==> src/rtl/pdm_pkg.sv <==
package pdm_pkg;

  typedef enum logic [1:0] {
    MODE_SLEEP = 2'b00,
    MODE_P4    = 2'b01,
    MODE_P8    = 2'b10
  } pd_mode_e;

  // steps of the unlock pattern already accepted
  typedef enum logic [2:0] {
    SQ_IDLE = 3'd0,
    SQ_RD1  = 3'd1,
    SQ_WB1  = 3'd2,
    SQ_WB2  = 3'd3,
    SQ_WX1  = 3'd4,
    SQ_WX2  = 3'd5
  } seq_state_e;

  localparam logic [1:0] LOSS_NONE = 2'b00;
  localparam logic [1:0] LOSS_HI8  = 2'b01;
  localparam logic [1:0] LOSS_HI4  = 2'b10;
  localparam logic [1:0] LOSS_ALL  = 2'b11;

  function automatic logic [1:0] loss_of(input pd_mode_e m);
    case (m)
      MODE_P4: loss_of = LOSS_HI4;
      MODE_P8: loss_of = LOSS_HI8;
      default: loss_of = LOSS_ALL;
    endcase
  endfunction

endpackage

==> src/rtl/pdm_acc_capture.sv <==
module pdm_acc_capture #(
  parameter int AW = 21,
  parameter int DW = 16
) (
  input  logic          clk,
  input  logic          rst_n,
  input  logic          ce_n,
  input  logic          we_n,
  input  logic [AW-1:0] addr,
  input  logic [DW-1:0] wdata,
  output logic          evt,
  output logic          evt_we,
  output logic [AW-1:0] evt_addr,
  output logic [DW-1:0] evt_wdata
);

  logic          ce_n_q;
  logic          evt_q, evt_d;
  logic          cap_en;
  logic          we_q;
  logic [AW-1:0] addr_q;
  logic [DW-1:0] wdata_q;

  always_comb begin
    cap_en = ~ce_n;
    evt_d  = ce_n & ~ce_n_q;
  end

  always_ff @(posedge clk or negedge rst_n) begin
    if (!rst_n) begin
      ce_n_q <= 1'b1;
      evt_q  <= 1'b0;
    end else begin
      ce_n_q <= ce_n;
      evt_q  <= evt_d;
    end
  end

  always_ff @(posedge clk) begin
    if (cap_en) begin
      we_q    <= ~we_n;
      addr_q  <= addr;
      wdata_q <= wdata;
    end
  end

  assign evt       = evt_q;
  assign evt_we    = we_q;
  assign evt_addr  = addr_q;
  assign evt_wdata = wdata_q;

endmodule

==> src/rtl/pdm_seq_fsm.sv <==
module pdm_seq_fsm
  import pdm_pkg::*;
#(
  parameter int AW = 21,
  parameter int DW = 16
) (
  input  logic          clk,
  input  logic          rst_n,
  input  logic          evt,
  input  logic          evt_we,
  input  logic [AW-1:0] evt_addr,
  input  logic [DW-1:0] evt_wdata,
  input  logic [DW-1:0] rdata,
  input  logic          pd_active,
  output logic          hold_wr,
  output logic          set_vld,
  output pd_mode_e      set_mode
);

  localparam logic [AW-1:0] ONE     = {{(AW-1){1'b0}}, 1'b1};
  localparam logic [AW-1:0] KEY_TOP = {AW{1'b1}};
  localparam logic [AW-1:0] KEY_P4  = KEY_TOP ^ (ONE << (AW-2));
  localparam logic [AW-1:0] KEY_P8  = KEY_TOP ^ (ONE << (AW-1));

  seq_state_e    st_q, st_d;
  logic [DW-1:0] rda_q;
  logic          rda_en;
  logic          at_top, wr_top, wr_back, rd_op;

  always_comb begin
    at_top   = (evt_addr == KEY_TOP);
    rd_op    = evt & ~evt_we;
    wr_top   = evt & evt_we & at_top;
    wr_back  = wr_top & (evt_wdata == rda_q);
    rda_en   = (st_q == SQ_IDLE) & rd_op & at_top;
    hold_wr  = (st_q == SQ_WB2) | (st_q == SQ_WX1);
    set_vld  = 1'b0;
    set_mode = MODE_SLEEP;
    st_d     = st_q;
    if (pd_active) begin
      st_d = SQ_IDLE;
    end else if (evt) begin
      st_d = SQ_IDLE;
      case (st_q)
        SQ_IDLE: if (rd_op & at_top) st_d = SQ_RD1;
        SQ_RD1:  if (wr_back) st_d = SQ_WB1;
        SQ_WB1:  if (wr_back) st_d = SQ_WB2;
        SQ_WB2:  if (wr_top) st_d = SQ_WX1;
        SQ_WX1:  if (wr_top) st_d = SQ_WX2;
        SQ_WX2: begin
          if (rd_op) begin
            if (evt_addr == KEY_TOP) begin
              set_vld = 1'b1; set_mode = MODE_SLEEP;
            end else if (evt_addr == KEY_P4) begin
              set_vld = 1'b1; set_mode = MODE_P4;
            end else if (evt_addr == KEY_P8) begin
              set_vld = 1'b1; set_mode = MODE_P8;
            end
          end
        end
        default: st_d = SQ_IDLE;
      endcase
    end
  end

  always_ff @(posedge clk or negedge rst_n) begin
    if (!rst_n) st_q <= SQ_IDLE;
    else        st_q <= st_d;
  end

  always_ff @(posedge clk) begin
    if (rda_en) rda_q <= rdata;
  end

endmodule

==> src/rtl/pdm_mode_ctl.sv <==
module pdm_mode_ctl
  import pdm_pkg::*;
(
  input  logic     clk,
  input  logic     rst_n,
  input  logic     set_vld,
  input  pd_mode_e set_mode,
  input  logic     pd_en_n,
  output pd_mode_e mode,
  output logic     pd_active,
  output logic     [1:0] lost_lvl
);

  pd_mode_e   mode_q, mode_d;
  logic       pd_n_q;
  logic       entry;
  logic [1:0] lost_q, lost_d, new_loss;

  always_comb begin
    entry    = pd_n_q & ~pd_en_n;
    new_loss = loss_of(mode_q);
    mode_d   = set_vld ? set_mode : mode_q;
    lost_d   = lost_q;
    if (entry && (new_loss > lost_q)) lost_d = new_loss;
  end

  always_ff @(posedge clk or negedge rst_n) begin
    if (!rst_n) begin
      mode_q <= MODE_SLEEP;
      pd_n_q <= 1'b1;
      lost_q <= LOSS_NONE;
    end else begin
      mode_q <= mode_d;
      pd_n_q <= pd_en_n;
      lost_q <= lost_d;
    end
  end

  assign mode      = mode_q;
  assign pd_active = ~pd_n_q;
  assign lost_lvl  = lost_q;

endmodule

==> src/rtl/pdm_unlock_top.sv <==
module pdm_unlock_top
  import pdm_pkg::*;
#(
  parameter int AW = 21,
  parameter int DW = 16
) (
  input  logic          clk,
  input  logic          rst_n,
  input  logic          mem_ce_n,
  input  logic          mem_we_n,
  input  logic [AW-1:0] mem_addr,
  input  logic [DW-1:0] mem_wdata,
  input  logic          pd_en_n,
  input  logic [DW-1:0] arr_rdata,
  output logic          arr_we,
  output logic          arr_re,
  output logic [AW-1:0] arr_addr,
  output logic [DW-1:0] arr_wdata,
  output logic [1:0]    mode,
  output logic          pd_active,
  output logic [1:0]    lost_lvl
);

  logic [1:0]    rst_sync_q;
  logic          rst_int_n;
  logic          evt, evt_we, hold_wr, set_vld, evt_ok;
  logic [AW-1:0] evt_addr;
  logic [DW-1:0] evt_wdata;
  pd_mode_e      set_mode, mode_e;

  // asynchronous assert, synchronous release
  always_ff @(posedge clk or negedge rst_n) begin
    if (!rst_n) rst_sync_q <= 2'b00;
    else        rst_sync_q <= {rst_sync_q[0], 1'b1};
  end
  assign rst_int_n = rst_sync_q[1];

  pdm_acc_capture #(.AW(AW), .DW(DW)) u_cap (
    .clk(clk), .rst_n(rst_int_n), .ce_n(mem_ce_n), .we_n(mem_we_n),
    .addr(mem_addr), .wdata(mem_wdata), .evt(evt), .evt_we(evt_we),
    .evt_addr(evt_addr), .evt_wdata(evt_wdata)
  );

  pdm_seq_fsm #(.AW(AW), .DW(DW)) u_seq (
    .clk(clk), .rst_n(rst_int_n), .evt(evt_ok), .evt_we(evt_we),
    .evt_addr(evt_addr), .evt_wdata(evt_wdata), .rdata(arr_rdata),
    .pd_active(pd_active), .hold_wr(hold_wr), .set_vld(set_vld),
    .set_mode(set_mode)
  );

  pdm_mode_ctl u_mode (
    .clk(clk), .rst_n(rst_int_n), .set_vld(set_vld), .set_mode(set_mode),
    .pd_en_n(pd_en_n), .mode(mode_e), .pd_active(pd_active),
    .lost_lvl(lost_lvl)
  );

  assign evt_ok    = evt & ~pd_active;
  assign arr_we    = evt_ok & evt_we & ~hold_wr;
  assign arr_re    = evt_ok & ~evt_we;
  assign arr_addr  = evt_addr;
  assign arr_wdata = evt_wdata;
  assign mode      = mode_e;

endmodule

==> config.mk <==
export PLATFORM = sky130hd
export DESIGN_NAME = pdm_unlock_top
export DESIGN_NICKNAME = d
export VERILOG_FILES = /design/src/rtl/pdm_pkg.sv /design/src/rtl/pdm_acc_capture.sv /design/src/rtl/pdm_seq_fsm.sv /design/src/rtl/pdm_mode_ctl.sv /design/src/rtl/pdm_unlock_top.sv
export SDC_FILE = /design/constraint.sdc
export NUM_CORES = 1
export LEC_CHECK = 0
export BUFFER_PORTS_ARGS = -buffer_cell sky130_fd_sc_hd__buf_4
export CORE_MARGIN = 10
export CORE_UTILIZATION = 47
export CTS_CLUSTER_SIZE = 10
export DETAILED_ROUTE_END_ITERATION = 16
export GPL_TIMING_DRIVEN = 0
export PLACE_DENSITY = 0.78
export SLEW_MARGIN = 20
export SYNTH_ARGS = -nofsm -noshare
export SYNTH_HDL_FRONTEND = slang
export SYNTH_HIERARCHICAL = 1
export SYNTH_SLANG_ARGS = --single-unit
==> constraint.sdc <==
create_clock -name clk -period 2.4 [get_ports clk]
set_input_delay 0.24 -clock clk [delete_from_list [all_inputs] [get_ports clk]]
set_output_delay 0.24 -clock clk [all_outputs]
set_load 0.01 [all_outputs]
After elaboration in Yosys (flattened, before gate mapping)
Index checks and enable logic that the tools add are counted.
Storage, ports and cells
  register bits after elaboration: 66
  input bits: 58
  output and inout port bits: 44
  word-level logic and storage cells: 67
Cells by class
  order comparisons: 1
  equal/unequal tests: 12
  mux-type cells: 23
  bitwise logic cells: 18
  reductions and logical operators: 2
Operator list (number)
  == test 21 bit (second input constant): 2
  == test 21 x 20 -> 1 bit (second input constant): 1
  two-way mux 2 bit: 9
  == test 16 bit: 1
  one-hot mux 3 bit (5 select lines): 1
  two-way mux 3 bit: 4
  bitwise AND 1 bit: 11
  two-way mux 1 bit: 8
  == test 3 x 2 -> 1 bit (second input constant): 2
  == test 3 bit (second input constant): 2
  NOT 1 bit: 6
  one-hot mux 2 bit (2 select lines): 1
  == test 3 x 1 -> 1 bit (second input constant): 1
  logical NOT 3 bit: 1
  == test 2 x 1 -> 1 bit (second input constant): 1
  == test 2 bit (second input constant): 1
  > comparator 2 bit: 1
  inequality test 2 bit (second input constant): 1
  logical AND 1 bit: 1
  bitwise OR 1 bit: 1

Depth between registers and ports, before layout
Gate-level depths: netlist of the first run.
  depth after elaboration: 8
  gate-level depth with buffers: 7
  depth with buffers taken out: 7

Hierarchy
Netlist of the first run, hierarchy kept.
Modules (own cells, without submodules)
  pdm_acc_capture: times used 1, cells an instance 43, area an instance 1213.7 um2
  pdm_seq_fsm: times used 1, cells an instance 76, area an instance 945.9 um2
  pdm_mode_ctl: times used 1, cells an instance 20, area an instance 259.0 um2
  pdm_unlock_top: times used 1, cells an instance 6, area an instance 82.6 um2

Worst setup path after synthesis of the first run
Ideal clock, no wire load.
  path type: register -> register
  from: reg u_mode.pd_n_q
  to: reg u_seq.rda_q[0], enable pin
  library setup time: 0.409 ns
  data arrival time: 2.510 ns
  data required time: 1.991 ns
  slack: -0.519 ns
  stages on the path, launching flop included: 7
  path buffers: 0
  path through: dfstp_2 -> inv_1 -> and2b_2 -> nand4_1 -> nor3_2 -> nand4_1 -> nor3_1
Between the ends
  longest elaborated chain between the ends: 4
RTL lines
  from (decl): RTL line pdm_mode_ctl.sv:15  | logic pd_n_q;
  from (signal assigned): RTL line pdm_mode_ctl.sv:34  | pd_n_q <= pd_en_n;
  bitwise AND 1 bit: RTL line pdm_unlock_top.sv:57  | assign evt_ok = evt & ~pd_active;
  named net evt_ok: RTL line pdm_unlock_top.sv:26  | logic evt, evt_we, hold_wr, set_vld, evt_ok;
  bitwise AND 1 bit: RTL line pdm_seq_fsm.sv:32  | rd_op = evt & ~evt_we;
  bitwise AND 1 bit (2 in series): RTL line pdm_seq_fsm.sv:35  | rda_en = (st_q == SQ_IDLE) & rd_op & at_top;
  named net u_seq.rda_en: RTL line pdm_seq_fsm.sv:27  | logic rda_en;
  to (signal assigned): RTL line pdm_seq_fsm.sv:72  | if (rda_en) rda_q <= rdata;
  to (decl): RTL line pdm_seq_fsm.sv:26  | logic [DW-1:0] rda_q;
The timed path passes the listed nets, and every way through them passes these cells.
A chain may end at the register's enable or synchronous reset.

Worst setup path in the final report of the first run
  from: reg u_mode.pd_n_q
  to: reg u_seq.rda_q[1], enable pin
Same word-level chain as after synthesis.

==> results.yml, run 1 <==
final_layout:
  area_growth_pct: 41.5
  n_fill_cell: 399
  layout-drive-gt1-share: 0.490
  fin_nets: 319
  antennaDiodeCount: 0
critical_path:
  critPathKind: "flop to flop"
  crit_arrival_ns: 2.25
  critPathMaxFanout: 16
  r2r_slack_ns: 0.19
  r2r-start: "u_mode/pd_n_q$_DFF_PN1_"
  required_ns: 2.44
  r2r_end: "u_seq/rda_q[1]$_DFFE_PP_"
  r2r.worst_path.cells: 7
  critPathLaunchType: "flop"
  worstSetupEndpointType: "flop"
sta:
  finalCriticalPeriod_ns: 2.21
  rsz0062_at_grt: "no"
  fmax_ghz: 0.452
  timing.hold.ws_ns: 0.0244
  setup_viol: 0
  slew_headroom: 0.459
  worst_pin_slew_ns: 0.810
  finalCritPeriodShare: 0.922
  final-max-slew-violation-count: 0
  final_hold_viol_count: 0
  skew_ns: 0.00834
clock_network:
  clock_latency_ns: 0.33
  cts_sinks: 66
  clk_pin_slew_worst_paths_ns: 0.06
  clockBufferDepth: 2
  cts_tree: "yes"
  cts-buffers-inserted: 9
  htreeDepth: 3
  root_buffer: "clkbuf_8"
run:
  drv_cap: 0
run_status:
  status: "complete, no violations"
die:
  dieHeight_um: 93.0
  start_util: 0.487
  die-width_um: 93.0
  io_pins: 102
  fp-row-count: 26
  core_mm2: 0.00514
  dieArea_mm2: 0.00864
logic_synthesis:
  synth_edf_count: 54
  async_flop_share: 0.182
  synth_seq_cells: 66
  synth_cell_types: 33
  ys.flop_type: "edfxtp_1"
  yosysWarnings: 6
  syn_area_mm2: 0.00250
  synth_cells: 145
  avgSynthCellArea_um2: 17.2
  ys_seq_area_frac: 0.769
  synthesis.nets: 205
min_path:
  min_to: "u_mode/pd_n_q$_DFF_PN1_"
  min_from: "pd_en_n"
  hold_class: "input port to flop"
  holdPathStages: 1
place:
  hpwlAfterDp_um: 4560
  io_buffers: 101
  place_congestion: 0.724
detailed_routing:
  drtIter0Drc: 86
  firstDrtPassIters: 4
  vias: 1631
  avgViaCountPerCell: 4.90
  routed_wl_um: 5890
  ant_nets: 0
  drt-wirelength-per-cell_um: 17.7
  drc: 0
power_and_ir_drop:
  ir_worst_vdd_uv: 468
  clkPwrFrac: 0.316
  p_leak_uw: 0.00146
  combPwrFrac: 0.113
  p_sw_frac: 0.227
  p_int_uw: 1840
  switchingPower_uw: 540
  seq_power_share: 0.571
  finalPower_uw: 2380
  power_density_mw_per_mm2: 672
grt:
  grt_pass1_wl_um: 9230
  grt_use_total: 0.139
  antenna_found_initial: 0
  grt_max_degree: 39
  grt-ovfl-total: 0
  grt_pass1_vias: 1857
[worst max path at each step]
stage / startpoint / to / slack, ns / cells past startpoint
2_1_floorplan: u_mode/pd_n_q$_DFF_PN1_ / u_seq/rda_q[0]$_DFFE_PP_ / 0.15 / 6
3_3_place_gp: u_mode/pd_n_q$_DFF_PN1_ / u_seq/rda_q[4]$_DFFE_PP_ / -0.18 / 6
3_5_place_dp: u_mode/pd_n_q$_DFF_PN1_ / u_seq/rda_q[4]$_DFFE_PP_ / -0.21 / 6
4_1_cts: u_mode/pd_n_q$_DFF_PN1_ / u_seq/rda_q[7]$_DFFE_PP_ / 0.11 / 7
5_1_grt: u_mode/pd_n_q$_DFF_PN1_ / u_seq/rda_q[7]$_DFFE_PP_ / 0.06 / 7
6_report: u_mode/pd_n_q$_DFF_PN1_ / u_seq/rda_q[1]$_DFFE_PP_ / 0.19 / 7
[placed cells by master (no fill, tap or decap), types with 2 or more instances in the layout]
| cell | synthesis | layout |
|---|---|---|
| buf_4 | 0 | 101 |
| edfxtp_1 | 54 | 54 |
| xnor2_1 | 15 | 15 |
| nand4_1 | 11 | 11 |
| dfrtp_1 | 10 | 10 |
| clkbuf_8 | 0 | 9 |
| nor2_1 | 7 | 7 |
| inv_1 | 6 | 5 |
| nor3b_1 | 4 | 4 |
| clkinv_2 | 0 | 4 |
| nor2b_1 | 3 | 3 |
| nand2_1 | 3 | 3 |
| a21oi_1 | 3 | 3 |
| clkbuf_1 | 0 | 2 |
| nor2b_4 | 2 | 2 |
| dfstp_2 | 2 | 2 |
| nand2b_1 | 2 | 2 |
| mux2_2 | 2 | 2 |
| ha_1 | 2 | 2 |
| xor2_1 | 2 | 2 |
[registers in the layout, indices dropped and copies added (netlist names)]
signal and cells:
u_cap/evt 1, u_cap/evt_wdata 16, u_mode/pd_n_q 1, u_cap/ce_n_q 1, u_cap/evt_we 1, u_mode/lost_lvl 2
u_seq/rda_q 16, u_cap/evt_addr 21, u_mode/mode 2, rst_sync_q 2, u_seq/st_q 3
[timing repair]
| action | 4_1_cts | 5_1_grt |
|---|---|---|
| setup endpoints to repair | 16 | 17 |
| buffers inserted | 1 | 0 |
| resized for setup | 0 | 0 |
| hold buffers | 1 | 0 |
| gates cloned | 0 | 0 |
| endpoints found under the hold margin | 2 | 0 |
| pin swaps | 1 | 2 |
[metrics by stage]
stage / util / cell area [um^2] / TNS (ns) / instances / setup WS, ns
finish: 0.689 / 3540 / 0 / 333 / 0.188
global route: 0.689 / 3540 / 0 / 333 / 0.0597
CTS: 0.689 / 3540 / 0 / 333 / 0.107
detailed placement: 0.653 / 3360 / -3.42 / 316 / -0.214
global placement: 0.653 / 3360 / -2.81 / 316 / -0.176
floorplan: - / 2510 / 0 / 145 / 0.146
[final cells by class]
type,count,area [um^2],share of cell area
Tap cell,70,87.6,0.0247
Inverter,6,22.5,0.00636
Clock inverter,4,20.0,0.00566
Sequential cell,66,1920,0.544
Clock buffer,11,131,0.0371
Timing Repair Buffer,103,788,0.223
Multi-Input combinational cell,73,566,0.160
[routing by layer]
layer | wire (um) | vias up | GRT usage
li1 | - | 767 | -
met1 | 2210 | 778 | 0.140
met5 | 0 | - | 0
met4 | 165 | 0 | 0.0720
met3 | 550 | 15 | 0.0678
met2 | 2960 | 71 | 0.232
[cells in the mapped netlist (3+ instances only)]
cell type / instances / share of area
nor3b_1: 4 / 0.012
nor2b_1: 3 / 0.0075
nand2_1: 3 / 0.0045
nand4_1: 11 / 0.028
dfrtp_1: 10 / 0.10
a21oi_1: 3 / 0.0060
inv_1: 6 / 0.0090
edfxtp_1: 54 / 0.65
nor2_1: 7 / 0.011
xnor2_1: 15 / 0.053
[kinds of logic (layout without fill, tap and decap cells)]
kind of cell    count (synthesis)  in the layout  synth area share
simple gates                   42             42             0.110
buf+inv                         6            124           0.00900
fa+ha+maj                       2              2            0.0100
xor+xnor                       17             17            0.0595
compound gates                  7              7            0.0220
other cells                     1              1           0.00150
mux                             4              4            0.0190
flops                          66             66             0.769
[worst max-delay path, cell delays in order (launching register included)]
cell and delay (ns):
dfstp_2 0.54, inv_1 0.13, and2b_2 0.31, nand4_1 0.12, nor3_2 0.20, nand4_1 0.20
nor3_4 0.23, buf_12 0.18
[power groups by stage]
| stage | Sequential (uW) | Combinational [uW] | Clock (uW) |
|---|---|---|---|
| 4_1_cts | 1360 | 276 | 762 |
| 3_5_place_dp | 1380 | 274 | 0 |
| 6_report | 1360 | 270 | 751 |
| 3_3_place_gp | 1380 | 268 | 0 |
| 2_1_floorplan | 1400 | 70.3 | 0 |
| 5_1_grt | 1370 | 291 | 819 |
(Power assumes the default switching activity.)
==> inputs of run 2 (changes only) <==
--- a/config.mk
+++ b/config.mk
@@ -15,5 +15,4 @@
 export SLEW_MARGIN = 20
 export SYNTH_ARGS = -nofsm -noshare
 export SYNTH_HDL_FRONTEND = slang
-export SYNTH_HIERARCHICAL = 1
 export SYNTH_SLANG_ARGS = --single-unit
==> constraint.sdc (replaced) <==
create_clock -name clk -period 2.4 [get_ports clk]
set_input_delay 0.12 -clock clk [delete_from_list [all_inputs] [get_ports clk]]
set_output_delay 0.12 -clock clk [all_outputs]
set_load 0.01 [all_outputs]
==> run 2 against run 1 <==
Effect of this change:
- critical path depth is 3 lower
- register-to-register slack better by 0.08 ns
- clock-buffer cell count is 1 higher
- core utilization is 10 points higher
- synthesized cell count is 2.1% higher
- routed wire length is 17% higher
==> results.yml, run 2 <==
run_status:
  status: "complete, no violations"
sta:
  final-max-slew-violation-count: 0
  slew_headroom: 0.450
  finalCriticalPeriod_ns: 2.13
  timing.hold.ws_ns: 0.0319
  setup_viol: 0
  final_hold_viol_count: 0
  skew_ns: 0.00473
  rsz0062_at_grt: "no"
  worst_pin_slew_ns: 0.824
  fmax_ghz: 0.469
  finalCritPeriodShare: 0.889
  fin_ws_ns: 0.266
  setup_tns_ns: 0
grt:
  grt_pass1_wl_um: 10800
  antenna_found_initial: 0
  grt_use_total: 0.166
  grt-ovfl-total: 0
  grt_max_degree: 40
  grt_pass1_vias: 2052
detailed_routing:
  drt-wirelength-per-cell_um: 17.7
  drc: 0
  drtIter0Drc: 154
  vias: 1862
  routed_wl_um: 6900
  ant_nets: 0
  avgViaCountPerCell: 4.76
  firstDrtPassIters: 4
logic_synthesis:
  synth_edf_count: 54
  synth_largest_area_cell: "edfxtp_1"
  yosys.area_share.adder: 0.0101
  synthesis.nets: 208
  yosysMostFrequentCell: "edfxtp_1"
  ys_seq_area_frac: 0.780
  synth_cell_types: 31
  yosysWarnings: 0
  synth-xor-area-share: 0.0604
  synth_cells: 148
  ys.flop_type: "edfxtp_1"
  syn_area_mm2: 0.00247
  synth_seq_cells: 66
  ys_top_cells_by_count: "54 x edfxtp_1, 17 x xnor2_1, 11 x nand4_1, 10 x dfrtp_1, 7 x inv_1"
  synth_mux_area_frac: 0.00457
  ys_top_cells_by_area: "edfxtp_1 66%, dfrtp_1 10%, xnor2_1 6.0%"
  avgSynthCellArea_um2: 16.7
  synth-simple-area-share: 0.102
  synth_top_family_by_area: "simple AND/OR/NAND/NOR gates"
  async_flop_share: 0.182
  synth_top_area_frac: 0.658
  synth-compound-area-share: 0.0299
place:
  io_buffers: 101
  dp.cells: 319
  place_congestion: 0.698
  hpwlAfterDp_um: 4410
  pre_cts_ws_ns: 0.259
critical_path:
  cpPeakStageDelay_ns: 0.71
  crit_buf_inv: 0
  r2r_end: "u_seq.rda_q[14]$_DFFE_PP_"
  r2r-start: "u_cap.evt_addr[4]$_DFFE_PN_"
  worstSetupEndpointType: "flop"
  cp_top_family: "simple AND/OR/NAND/NOR gates"
  crit_arrival_ns: 2.10
  cp_slowest_cell: "and4_1"
  r2r_slack_ns: 0.27
  critPathMaxFanout: 16
  r2r.worst_path.cells: 4
  critPathKind: "flop to flop"
  worstPathCellList: "nand4_1, or3_4, nor2_4, and4_1"
  required_ns: 2.36
  critPathLaunchType: "flop"
final_layout:
  layout-drive-gt1-share: 0.377
  final_cell_mix: "101 x buf_4, 56 x dlygate4sd3_1, 54 x edfxtp_1"
  antennaDiodeCount: 0
  area_growth_pct: 63.3
  layout_commonest_cell: "buf_4"
  fin_cells: 391
  n_fill_cell: 284
  fin_nets: 376
  post-route-util: 0.788
  largest_register_ffs: 21
clock_network:
  clock_latency_ns: 0.33
  clockBufferDepth: 2
  clk_pin_slew_worst_paths_ns: 0.06
  post-cts-setup-buffers: 0
  root_buffer: "clkbuf_8"
  cts_tree: "yes"
  cts-buffers-inserted: 9
  htreeDepth: 3
  cts_sinks: 66
power_and_ir_drop:
  combPwrFrac: 0.126
  seq_power_share: 0.558
  power_density_mw_per_mm2: 600
  clkPwrFrac: 0.316
  p_int_uw: 1870
  p_sw_frac: 0.227
  ir_worst_vdd_uv: 437
  switchingPower_uw: 549
  p_leak_uw: 0.00164
run:
  drv_cap: 0
min_path:
  min_to: "u_cap.evt_we$_DFFE_PN_"
  min_from: "mem_we_n"
  holdPathStages: 2
  hold_class: "input port to flop"
die:
  die-width_um: 92.4
  io_pins: 102
  dieArea_mm2: 0.00854
  core_mm2: 0.00511
  start_util: 0.483
  fp-row-count: 26
  dieHeight_um: 92.4
[run 2: cell count changes in the layout (fill, tap and decap cells not counted), moves of 2 or more]
cell and delta:
nor2b_4 -2, nand3_1 +3, a211oi_1 +2, xnor2_1 +2, nand2_1 +3, xor2_1 -2, dlygate4sd3_1 +55, nor3b_1 -4
o21ai_0 +2
[run 2: final cells by class]
type / count / area [um^2] / area share
Sequential cell: 66 / 1920 / 0.478
Timing Repair Buffer: 157 / 1320 / 0.328
Multi-Input combinational cell: 75 / 515 / 0.128
Clock buffer: 12 / 135 / 0.0336
Tap cell: 70 / 87.6 / 0.0218
Inverter: 7 / 26.3 / 0.00653
Clock inverter: 4 / 18.8 / 0.00466
[run 2: worst register-to-register path, stage by stage (launching register included)]
cell	delay (ns)
edfxtp_1	0.37
nand4_1	0.09
or3_4	0.43
nor2_4	0.15
and4_1	0.71
[run 2: kinds of logic after synthesis]
group	count (synthesis)
AO/OA/AOI/OAI	12
XOR/XNOR	17
adder cells (fa/ha/maj)	2
buffers and inverters	7
flip-flops	66
multiplexers	1
other	1
AND/OR/NAND/NOR	42
[run 2: power by group through the flow]
stage	sequential (uW)	clock [uW]	combinational, uW
final	1350	765	305
after global routing	1350	839	326
after CTS	1350	769	303
after detailed placement	1370	0	227
after global placement	1370	0	223
after floorplan	1390	0	37.3
[run 2: worst max path at each step]
stage	startpoint	to	slack (ns)	cells past startpoint
after floorplan	u_cap.evt_addr[9]$_DFFE_PN_	u_seq.rda_q[0]$_DFFE_PP_	0.47	4
after global placement	u_cap.evt_addr[17]$_DFFE_PN_	u_seq.rda_q[0]$_DFFE_PP_	0.30	4
after detailed placement	u_cap.evt_addr[4]$_DFFE_PN_	u_seq.rda_q[0]$_DFFE_PP_	0.26	4
after CTS	u_cap.evt_addr[4]$_DFFE_PN_	u_seq.rda_q[4]$_DFFE_PP_	0.24	4
after global routing	u_cap.evt_addr[4]$_DFFE_PN_	u_seq.rda_q[14]$_DFFE_PP_	0.16	4
final	u_cap.evt_addr[4]$_DFFE_PN_	u_seq.rda_q[14]$_DFFE_PP_	0.27	4
[run 2: through the flow]
step | power (uW) | cell area (um^2)
after floorplan | 1430 | 2470
after global placement | 1590 | 3310
after detailed placement | 1600 | 3310
after CTS | 2420 | 4030
after global routing | 2520 | 4030
final | 2420 | 4030
[run 2: per-layer routing]
metal,vias up,track usage,part of all wire
met2,74,0.284,0.53
li1,891,-,-
met1,888,0.165,0.35
met3,9,0.0920,0.098
met5,-,0,0
met4,0,0.0656,0.018
[run 2: repair_timing]
action / CTS / global route
resized for setup: 0 / 0
hold buffers: 56 / 0
hold endpoints to repair: 57 / 0
